File: src/rtl/page_xlate.sv
module page_xlate #(
  parameter int VA_W    = 16,
  parameter int OFF_W   = 12,
  parameter int FRAME_W = 4
) (
  input  logic                       clk,
  input  logic                       rst_n,
  input  logic                       req_valid,
  input  logic                       req_write,
  input  logic [VA_W-1:0]            req_vaddr,
  output logic                       rsp_valid,
  output logic [1:0]                 rsp_fault,
  output logic [FRAME_W+OFF_W-1:0]   rsp_paddr,
  output logic                       rsp_nocache,
  input  logic                       cfg_we,
  input  logic [VA_W-OFF_W-1:0]      cfg_idx,
  input  logic [FRAME_W+4:0]         cfg_wdata,
  output logic [FRAME_W+4:0]         cfg_rdata
);
  localparam int VPN_W   = VA_W - OFF_W;
  localparam int NPAGE   = 1 << VPN_W;
  localparam int ENT_W   = FRAME_W + 5;
  localparam int PA_W    = FRAME_W + OFF_W;
  localparam int B_PRES  = FRAME_W;
  localparam int B_RO    = FRAME_W + 1;
  localparam int B_REF   = FRAME_W + 2;
  localparam int B_MOD   = FRAME_W + 3;
  localparam int B_NC    = FRAME_W + 4;

  localparam logic [1:0] F_NONE = 2'b00;
  localparam logic [1:0] F_ABS  = 2'b01;
  localparam logic [1:0] F_PROT = 2'b10;

  logic [ENT_W-1:0] tbl [NPAGE];
  logic [VPN_W-1:0] vpn;
  logic [ENT_W-1:0] cur;
  logic [1:0]       fault_c;
  logic             hit_ok;

  assign vpn     = req_vaddr[VA_W-1:OFF_W];
  assign cur     = tbl[vpn];
  assign fault_c = !cur[B_PRES]                ? F_ABS  :
                   (req_write && cur[B_RO])    ? F_PROT : F_NONE;
  assign hit_ok  = req_valid && (fault_c == F_NONE);
  assign cfg_rdata = tbl[cfg_idx];

  always_ff @(posedge clk) begin
    if (!rst_n) begin
      for (int i = 0; i < NPAGE; i++) tbl[i] <= '0;
    end else begin
      for (int i = 0; i < NPAGE; i++) begin
        if (cfg_we && cfg_idx == VPN_W'(i)) begin
          tbl[i] <= cfg_wdata;
        end else if (hit_ok && vpn == VPN_W'(i)) begin
          tbl[i][B_REF] <= 1'b1;
          if (req_write) tbl[i][B_MOD] <= 1'b1;
        end
      end
    end
  end

  always_ff @(posedge clk) begin
    if (!rst_n) begin
      rsp_valid   <= 1'b0;
      rsp_fault   <= F_NONE;
      rsp_paddr   <= '0;
      rsp_nocache <= 1'b0;
    end else begin
      rsp_valid   <= req_valid;
      rsp_fault   <= req_valid ? fault_c : F_NONE;
      rsp_paddr   <= hit_ok ? PA_W'({cur[FRAME_W-1:0], req_vaddr[OFF_W-1:0]}) : '0;
      rsp_nocache <= hit_ok && cur[B_NC];
    end
  end
endmodule


File: config.mk
export PLATFORM = sky130hd
export DESIGN_NAME = page_xlate
export DESIGN_NICKNAME = d
export VERILOG_FILES = /design/src/rtl/page_xlate.sv
export SDC_FILE = /design/constraint.sdc
export NUM_CORES = 1
export LEC_CHECK = 0
export BUFFER_PORTS_ARGS = -buffer_cell sky130_fd_sc_hd__buf_4
export CORE_ASPECT_RATIO = 2
export CORE_UTILIZATION = 49
export CTS_CLUSTER_DIAMETER = 40
export CTS_CLUSTER_SIZE = 10
export DETAILED_ROUTE_END_ITERATION = 10
export PLACE_DENSITY = 0.75
export SKIP_CTS_REPAIR_TIMING = 1
export SLEW_MARGIN = 20
export SYNTH_ARGS = -nofsm -noshare
export SYNTH_HDL_FRONTEND = slang
export SYNTH_SLANG_ARGS = --single-unit
File: constraint.sdc
create_clock -name clk -period 2.9 [get_ports clk]
set_input_delay 0.725 -clock clk [delete_from_list [all_inputs] [get_ports clk]]
set_output_delay 0.725 -clock clk [all_outputs]
set_load 0.05 [all_outputs]
Word level (Yosys, flattened, before mapping). Memories as Yosys holds them, arrays and structs flattened. Index checks and enable logic that the tools add are counted.

Bits in registers: 20. Output and inout port bits: 29. Word-level logic and storage cells: 351. Memories: 1. Bits of input ports: 34. Bits in writable memories: 144.

Mux-type cells: 228. Equal/unequal tests: 30. Bitwise operators: 48. Reductions and logical operators: 40.

Memory list: tbl (words 16, width 9, read ports 2, clocked after Yosys merged registers in 0, wr ports 16, RTL line 34) `logic [ENT_W-1:0] tbl [NPAGE];`.

Operators by type and width (number): $mux 1 (210); $mux 9 (16); $eq 4x4->1 const B (16); $or 1x1->1 (48); $logic_and 1x1->1 (35); $eq 4x3->1 const B (8); $eq 4x2->1 const B (4); $eq 4x1->1 const B (2); $logic_not 4->1 (2); $mux 2 (2); $reduce_and 2->1 (2); $logic_not 2->1 (1).

Logic depth before layout (Yosys ltp). Gate-level depths: netlist of the first run. An unclocked memory read counts as a cell.

Depth in word-level cells: 12. Mapped depth: 9. Depth with buffers taken out: 6.

Worst setup path after synthesis of the first run. OpenSTA, ideal clock, no wires.

Path kind: in2out. Start: input cfg_idx[0]. End: output cfg_rdata[5]. Path buffers: 2. Path slack: -0.275 ns. Required time: 2.175 ns. Cell stages on the path: 4. Arrival: 2.450 ns. Cells stage by stage: buf_2 > buf_2 > mux4_2 > mux4_2.

Word-level cells in the longest chain between the ends: 1.

Ends and longest elaborated chain: from (decl) (RTL line 16) `input logic [VA_W-OFF_W-1:0] cfg_idx,`; $mem_v2 16x9; to (decl) (RTL line 18) `output logic [FRAME_W+4:0] cfg_rdata`.

Every way passes these cells.

Final worst setup path of the first run.
Start: input cfg_idx[0]. End: output cfg_rdata[4].

Same word-level chain as after synthesis.

==> results of run 1 <==
==> layout make-up <==
class | count | area, µm² | share of cell area (%)
timing repair buffer | 122 | 1120 | 11.3
clock buffer | 20 | 468 | 4.69
sequential | 164 | 4720 | 47.4
tap | 204 | 255 | 2.56
clock inverter | 12 | 105 | 1.05
multi-input combinational | 356 | 3240 | 32.5
inverter | 14 | 52.6 | 0.527
==> power breakdown <==
part / switching (W) / internal (W)
clock network: 0.00101 / 0.00120
logic: 0.000512 / 0.000410
registers: 0.0000917 / 0.00272
total: 0.00161 / 0.00433
==> worst max-delay path, stage by stage <==
cell                     delay [ns]
sky130_fd_sc_hd__buf_16        0.14
sky130_fd_sc_hd__buf_12        0.14
sky130_fd_sc_hd__mux4_2        0.50
sky130_fd_sc_hd__mux4_2        0.57
sky130_fd_sc_hd__buf_8         0.19
==> kinds of logic (layout without fill, tap and decap cells) <==
logic type	Yosys count	after routing	synth area share, %
AO/OA/AOI/OAI	77	77	6.50
buffers and inverters	71	168	3.50
flip-flops	164	164	57.2
multiplexers	82	82	21.2
AND/OR/NAND/NOR	197	197	11.6
==> routing by layer <==
layer	track usage, %	vias to the layer above	share of wire, %
li1	-	2466	-
met1	33.3	2962	30
met2	55.6	484	52
met3	5.76	156	8.6
met4	26.0	0	9.6
met5	0	-	0
==> per-stage QoR <==
stage	total power [W]	cells	worst slack [ns]	area, µm²	setup TNS (ns)
2_1_floorplan	0.00338	591	0.00186	8280	0
3_3_place_gp	0.00369	856	-0.171	9260	-1.44
3_5_place_dp	0.00373	856	-0.214	9260	-2.87
4_1_cts	0.00589	888	-0.219	9830	-1.54
5_1_grt	0.00608	892	-0.103	9970	-0.539
6_report	0.00594	892	-0.0955	9970	-0.376
==> flip-flops by register name (all words and copies together) (netlist names) <==
register and count:
tbl 144, rsp_fault 2, rsp_nocache 1, rsp_paddr 16, rsp_valid 1
==> how the worst min path moves through the flow <==
| stage | from | cells after the start | end | slack, ns |
|---|---|---|---|---|
| finish | req_vaddr[9] | 2 | rsp_paddr[9] | 0.51 |
| global route | req_vaddr[9] | 2 | rsp_paddr[9] | 0.51 |
| CTS | req_vaddr[9] | 2 | rsp_paddr[9] | 0.50 |
| detailed placement | tbl[11][4] | 4 | rsp_fault[1] | 0.90 |
| global placement | tbl[10][4] | 4 | rsp_fault[1] | 0.89 |
| floorplan | tbl[13][5] | 5 | rsp_fault[1] | 0.84 |
==> synth_stat cells, types with 2 or more instances <==
cell,count,area share [%]
sky130_fd_sc_hd__nand4_1,19,1.4
sky130_fd_sc_hd__mux4_2,74,20
sky130_fd_sc_hd__o31ai_1,10,0.91
sky130_fd_sc_hd__nor2_1,75,3.4
sky130_fd_sc_hd__buf_2,9,0.55
sky130_fd_sc_hd__nor2b_1,8,0.61
sky130_fd_sc_hd__buf_4,3,0.27
sky130_fd_sc_hd__and2_1,6,0.45
sky130_fd_sc_hd__nand2b_1,4,0.30
sky130_fd_sc_hd__mux2i_1,7,0.85
sky130_fd_sc_hd__or2_2,2,0.15
sky130_fd_sc_hd__a21boi_0,9,0.82
sky130_fd_sc_hd__clkbuf_1,38,1.7
sky130_fd_sc_hd__buf_1,7,0.32
sky130_fd_sc_hd__and3_1,18,1.4
sky130_fd_sc_hd__o21a_1,5,0.45
sky130_fd_sc_hd__nand2_1,40,1.8
sky130_fd_sc_hd__o21bai_1,17,1.5
sky130_fd_sc_hd__o22ai_1,11,0.83
sky130_fd_sc_hd__o21ai_0,14,0.85
sky130_fd_sc_hd__nand2_2,3,0.23
sky130_fd_sc_hd__inv_1,14,0.64
sky130_fd_sc_hd__a22oi_1,2,0.18
sky130_fd_sc_hd__nand3_1,14,0.85
sky130_fd_sc_hd__a31o_2,3,0.32
sky130_fd_sc_hd__dfxtp_1,20,4.9
sky130_fd_sc_hd__edfxtp_1,144,52
sky130_fd_sc_hd__nand3b_1,2,0.18
==> cell usage in the layout (no fill, tap or decap), drive strengths merged, types with 7 or more instances in the layout <==
cell    Yosys  layout
a21boi      9       9
and3       19      19
buf        19     120
clkbuf     38      22
dfxtp      20      20
edfxtp    144     144
inv        14      23
mux2i       7       7
mux4       74      74
nand2      43      43
nand3      14      14
nand4      19      19
nor2       75      75
nor2b       8       8
o21ai      14      14
o21bai     17      17
o22ai      11      11
o31ai      10      10
==> Implementation_results.wiki, run 1 <==
{| class="wikitable"
! Metric !! Value
|-
| Initial Util || about half
|-
| Combined area of all synthesized cells || approximately 8300 µm²
|-
| Synthesized net count || between 600 and 700
|-
| Post-synthesis cell count || 591
|-
| Slew at the pin closest to its max-slew limit || 0.653 ns
|-
| Classification of the worst-slack hold path || in -> reg
|-
| Cell depth of the worst flop-to-flop path || 7
|-
| Average instance area after synthesis || between 10 and 15 µm²
|-
| Row cnt || 66
|-
| Number of vias after detailed routing || 6,068
|-
| CP Class || in -> out
|-
| Startpoint type of the worst setup path || primary input
|-
| R2r endpoint || tbl[11][7]
|-
| Buffers from clock root to sink, at most || 2
|-
| Core area || about 16,000 µm²
|-
| Clock tree from TritonCTS || done
|-
| Sequential area share after synthesis || approximately 57%
|-
| First-pass GRT wire length || 38,000 µm
|-
| Launch point of the critical path || cfg_idx[0]
|-
| Leakage Power || ~3.6 nW
|-
| DRC violations left || 0
|-
| Root Buffer Master || sky130_fd_sc_hd__clkbuf_16
|-
| Status || complete, but fails checks
|-
| Core occupancy in the finished layout || 61.0%
|-
| Vertical die dimension || 186 µm
|-
| Crit share post-route || 103%
|-
| Number of filler cells placed in the layout || 1,235
|-
| Critical path data arrival time || between 2 and 2.5 ns
|-
| Initial antenna violation count || 0
|-
| Crit path setup slack, layout || -0.0955 ns
|-
| Violations in the final reports || negative setup slack
|-
| R2R Setup Slk || 0.50 ns
|-
| Vias per inst || between 6 and 7
|-
| Final setup violation count || 8
|-
| Worst reg2reg startpoint || tbl[7][4]
|-
| Ports placed on the boundary || 63
|-
| Unrepaired setup endpoints after global routing || yes
|-
| Worst EP required || ~2.2 ns
|-
| Largest fanout of any net on the critical path || 7
|-
| Count of final hold-check violations || 0
|-
| Hold slack final || between 0.5 and 0.6 ns
|-
| Number of max-slew violations in the final report || 0
|-
| Setup crit end || cfg_rdata[4]
|-
| Die width || between 90 and 100 µm
|-
| First DRT Iteration DRCs || approximately 730
|-
| Worst-Skew Late Latency || 0.44 ns
|-
| Max IR drop VDD || ~0.38 mV
|-
| Post-synth EDFFs || roughly 140
|-
| Sum of routed wire length over all layers || ~26,000 µm
|-
| Post-route antenna net violation count || 0
|-
| Power density over cell area || just under 600 nW/µm²
|-
| Flip-flop cell with the highest count after synthesis || sky130_fd_sc_hd__edfxtp_1
|-
| Post-DP HPWL || between 15,000 and 20,000 µm
|-
| Port-buffer cells || between 60 and 70
|-
| Antenna diode instance count || 0
|-
| H-Tree Depth || 4
|-
| Worst-case clock skew || 0.0178 ns
|-
| Nets@finish || a little over 700
|-
| TritonCTS buffer count || 17
|-
| First-pass DRT Iterations || 6
|-
| GPL Wtd Cong || 1.01
|-
| Yosys warnings || 0
|-
| Capturing element type of the critical path || output pin
|-
| Clock Pin Slew Worst Setup and Hold Paths || around 0.07 ns
|-
| Number of synthesized register bits || about 160
|-
| Layout Area Growth over Synthesis || 20.8%
|-
| Pin count of the biggest net entering global routing || 23
|-
| TritonCTS Sinks || between 150 and 200
|-
| Number of distinct library cell variants in the gate-level netlist after synthesis || between 40 and 50
|-
| Max_slew headroom || between 50% and 60%
|-
| Final worst path period need || roughly 3 ns
|-
| MaxCap Viol Count || 0
|-
| Via count of the first global-routing pass || ~6,300
|-
| Die Outline Area || 17,400 µm²
|-
| Total global routing track utilization || approximately a third
|-
| Share of post-route cells with drive strength above 1 || between 30% and 40%
|-
| Average wire per standard cell || around 30 µm
|-
| Synth async-reset ratio || 0%
|-
| Maximum frequency from static timing analysis || around 330 MHz
|-
| Global-route congestion overflow total || 0
|}
Power figures use the tool's default switching activity.
==> run 2: changes to the inputs <==
--- a/config.mk
+++ b/config.mk
@@ -7,11 +7,11 @@
 export LEC_CHECK = 0
 export BUFFER_PORTS_ARGS = -buffer_cell sky130_fd_sc_hd__buf_4
 export CORE_ASPECT_RATIO = 2
-export CORE_UTILIZATION = 49
+export CORE_UTILIZATION = 55
 export CTS_CLUSTER_DIAMETER = 40
 export CTS_CLUSTER_SIZE = 10
 export DETAILED_ROUTE_END_ITERATION = 10
-export PLACE_DENSITY = 0.75
+export PLACE_DENSITY_LB_ADDON = 0.15
 export SKIP_CTS_REPAIR_TIMING = 1
 export SLEW_MARGIN = 20
 export SYNTH_ARGS = -nofsm -noshare
==> run 2 against run 1 <==
Effect of this change: the run still ends with negative setup slack left; worst setup slack got worse by 0.0090 ns; maximum frequency down 0.30%; utilization increased by 7.6 points; highest routed layer unchanged.
==> Implementation_results.wiki, run 2 (synthesis results as in run 1) <==
{| class="wikitable"
! Metric !! Value
|-
| Internal Power || 0.00452 W (+4.3%)
|-
| Max_slew headroom || 60.6% (+4.2 points)
|-
| TritonCTS Sinks || 164 (unchanged)
|-
| Proportion of power drawn by combinational gates || 15.7% (+0.2 points)
|-
| Ports placed on the boundary || 63 (unchanged)
|-
| Proportion of total power due to net switching || 26.3% (-0.76 points)
|-
| Buf+Inv Stages, Crit Path || 3 (unchanged)
|-
| Worst-case clock skew || 0.0115 ns (-0.00626 ns)
|-
| First-pass GRT wire length || 37,500 µm (-1.4%)
|-
| Layout Area Growth over Synthesis || 22.4%
|-
| Average wire per standard cell || 28.8 µm (-2.1%)
|-
| CP Cell Sequence || buf_12 > buf_12 > mux4_2 > mux4_2 > buf_8
|-
| Post-DP HPWL || 18,400 µm (-2.6%)
|-
| Clock Pin Slew Worst Setup and Hold Paths || 0.07 ns (about the same)
|-
| Critical path data arrival time || 2.28 ns (about the same)
|-
| Global-route congestion overflow total || 0 (unchanged)
|-
| Core area || 14,700 µm² (-9.8%)
|-
| Buffers from clock root to sink, at most || 2 (unchanged)
|-
| H-Tree Depth || 4 (unchanged)
|-
| Initial antenna violation count || 0 (unchanged)
|-
| Initial Util || 56.0% (+5.5 points)
|-
| Total global routing track utilization || 35.4% (+3.3 points)
|-
| Vias per inst || 6.76 (-0.61%)
|-
| Most frequent cells in the layout || 144 x sky130_fd_sc_hd__edfxtp_1, 116 x sky130_fd_sc_hd__buf_4, 75 x sky130_fd_sc_hd__nor2_1
|-
| Most common library cell in the layout ignoring fill and taps || sky130_fd_sc_hd__edfxtp_1
|-
| Post-route antenna net violation count || 0 (unchanged)
|-
| Die Outline Area || 15,500 µm² (-11%)
|-
| Violations in the final reports || negative setup slack
|-
| Sum of routed wire length over all layers || 25,800 µm (-1.5%)
|-
| Port-buffer cells || 62 (unchanged)
|-
| Finished Cell Area || 10,100 µm² (+1.3%)
|-
| Count of final hold-check violations || 0 (unchanged)
|-
| Net Sw Power || 0.00161 W (+0.31%)
|-
| Sequential cell fraction of total power || 45.7% (-1.7 points)
|-
| Number of filler cells placed in the layout || 1,016 (-18%)
|-
| Crit share post-route || 104% (+0.31 points)
|-
| CP Class || in -> out
|-
| Nets@finish || 723 (+2.0%)
|-
| Share of post-route cells with drive strength above 1 || 36.0% (+1.4 points)
|-
| Power density over cell area || 607 nW/µm² (+1.9%)
|-
| Worst EP required || 2.17 ns (about the same)
|-
| Max IR drop VDD || 0.425 mV (+13%)
|-
| Register containing the most flip-flops in the final layout || tbl
|-
| Cell family with most CP delay || multiplexers
|-
| Capturing element type of the critical path || output pin
|-
| Row cnt || 63 (-4.5%)
|-
| TritonCTS buffer count || 17 (unchanged)
|-
| Root Buffer Master || sky130_fd_sc_hd__clkbuf_16
|-
| Crit path setup slack, layout || -0.105 ns (-0.00903 ns)
|-
| MaxCap Viol Count || 0 (unchanged)
|-
| Clock tree from TritonCTS || done
|-
| Hold slack final || 0.519 ns (+0.00704 ns)
|-
| Total area of sequential cells || 4720 µm² (unchanged)
|-
| Share of power burned in the clock network || 38.7% (+1.6 points)
|-
| Pin count of the biggest net entering global routing || 42 (+83%)
|-
| Worst-Skew Late Latency || 0.43 ns (about the same)
|-
| Final worst path period need || 3.00 ns (+0.00903 ns)
|-
| Vertical die dimension || 175 µm (-5.6%)
|-
| DRC violations left || 0 (unchanged)
|-
| Final setup violation count || 9 (+1)
|-
| Number of max-slew violations in the final report || 0 (unchanged)
|-
| Largest fanout of any net on the critical path || 8 (+1)
|-
| Core occupancy in the finished layout || 68.5% (+7.6 points)
|-
| Status || complete, but fails checks
|-
| Slowest library cell on the worst path || sky130_fd_sc_hd__mux4_2
|-
| GPL Wtd Cong || 0.993 (-1.6%)
|-
| Max reg flops || 144 (unchanged)
|-
| Number of vias after detailed routing || 6,065 (-0.049%)
|-
| Leakage Power || 3.74 nW (+2.4%)
|-
| Slew at the pin closest to its max-slew limit || 0.590 ns (-0.0631 ns)
|-
| Startpoint type of the worst setup path || primary input
|-
| Biggest cell delay along the critical path || 0.57 ns (about the same)
|-
| First-pass DRT Iterations || 5 (-1)
|-
| Multi-input gate area || 3240 µm² (unchanged)
|-
| Unrepaired setup endpoints after global routing || yes
|-
| Total cell area at the placement stage || 9300 µm² (+0.45%)
|-
| Antenna diode instance count || 0 (unchanged)
|-
| Via count of the first global-routing pass || 6,157 (-1.6%)
|-
| First DRT Iteration DRCs || 774 (+6.3%)
|-
| Regs by FF count || tbl x144, rsp_paddr x16, rsp_fault x2
|-
| Die width || 88.6 µm (-5.5%)
|-
| Classification of the worst-slack hold path || in -> reg
|-
| Maximum frequency from static timing analysis || 333 MHz (-0.30%)
|}
## run 2: routing by layer
metal | GRT usage, % | vias to the layer above | wire, µm
li1 | - | 2491 | -
met1 | 39.1 | 2954 | 7920
met2 | 59.1 | 473 | 13500
met3 | 7.18 | 147 | 2270
met4 | 25.3 | 0 | 2140
met5 | 0 | - | 0
## run 2: final timing paths
path | startpoint | end | slack [ns] | cells past startpoint
worst max-delay path | cfg_idx[0] | cfg_rdata[8] | -0.10 | 5
worst min-delay path | req_vaddr[10] | rsp_paddr[10] | 0.52 | 2
worst max register to register | tbl[13][4] | tbl[9][6] | 0.48 | 8
worst min register to register | tbl[15][1] | rsp_paddr[13] | 0.96 | 3
## run 2: metrics by stage
step / setup slack (ns) / std cells / total power [W] / setup TNS [ns]
after floorplan: 0.00186 / 591 / 0.00338 / 0
after global placement: -0.283 / 859 / 0.00373 / -10.83
after detailed placement: -0.349 / 859 / 0.00375 / -12.87
after CTS: -0.286 / 891 / 0.00607 / -2.04
after global routing: -0.120 / 897 / 0.00628 / -0.725
final: -0.105 / 897 / 0.00613 / -0.620
## run 2: layout make-up
type	instances	share of cell area (%)
clock inverter	12	1.25
clock buffer	20	4.95
multi-input combinational	356	32.1
inverter	14	0.520
sequential	164	46.8
tap	195	2.42
timing repair buffer	136	12.0
## run 2: power groups by stage
| stage | Combinational [W] | Clock (W) | Sequential (W) |
|---|---|---|---|
| after floorplan | 0.000541 | 0 | 0.00284 |
| after global placement | 0.000896 | 0 | 0.00283 |
| after detailed placement | 0.000904 | 0 | 0.00284 |
| after CTS | 0.000909 | 0.00237 | 0.00279 |
| after global routing | 0.000999 | 0.00247 | 0.00281 |
| final | 0.000962 | 0.00237 | 0.00280 |
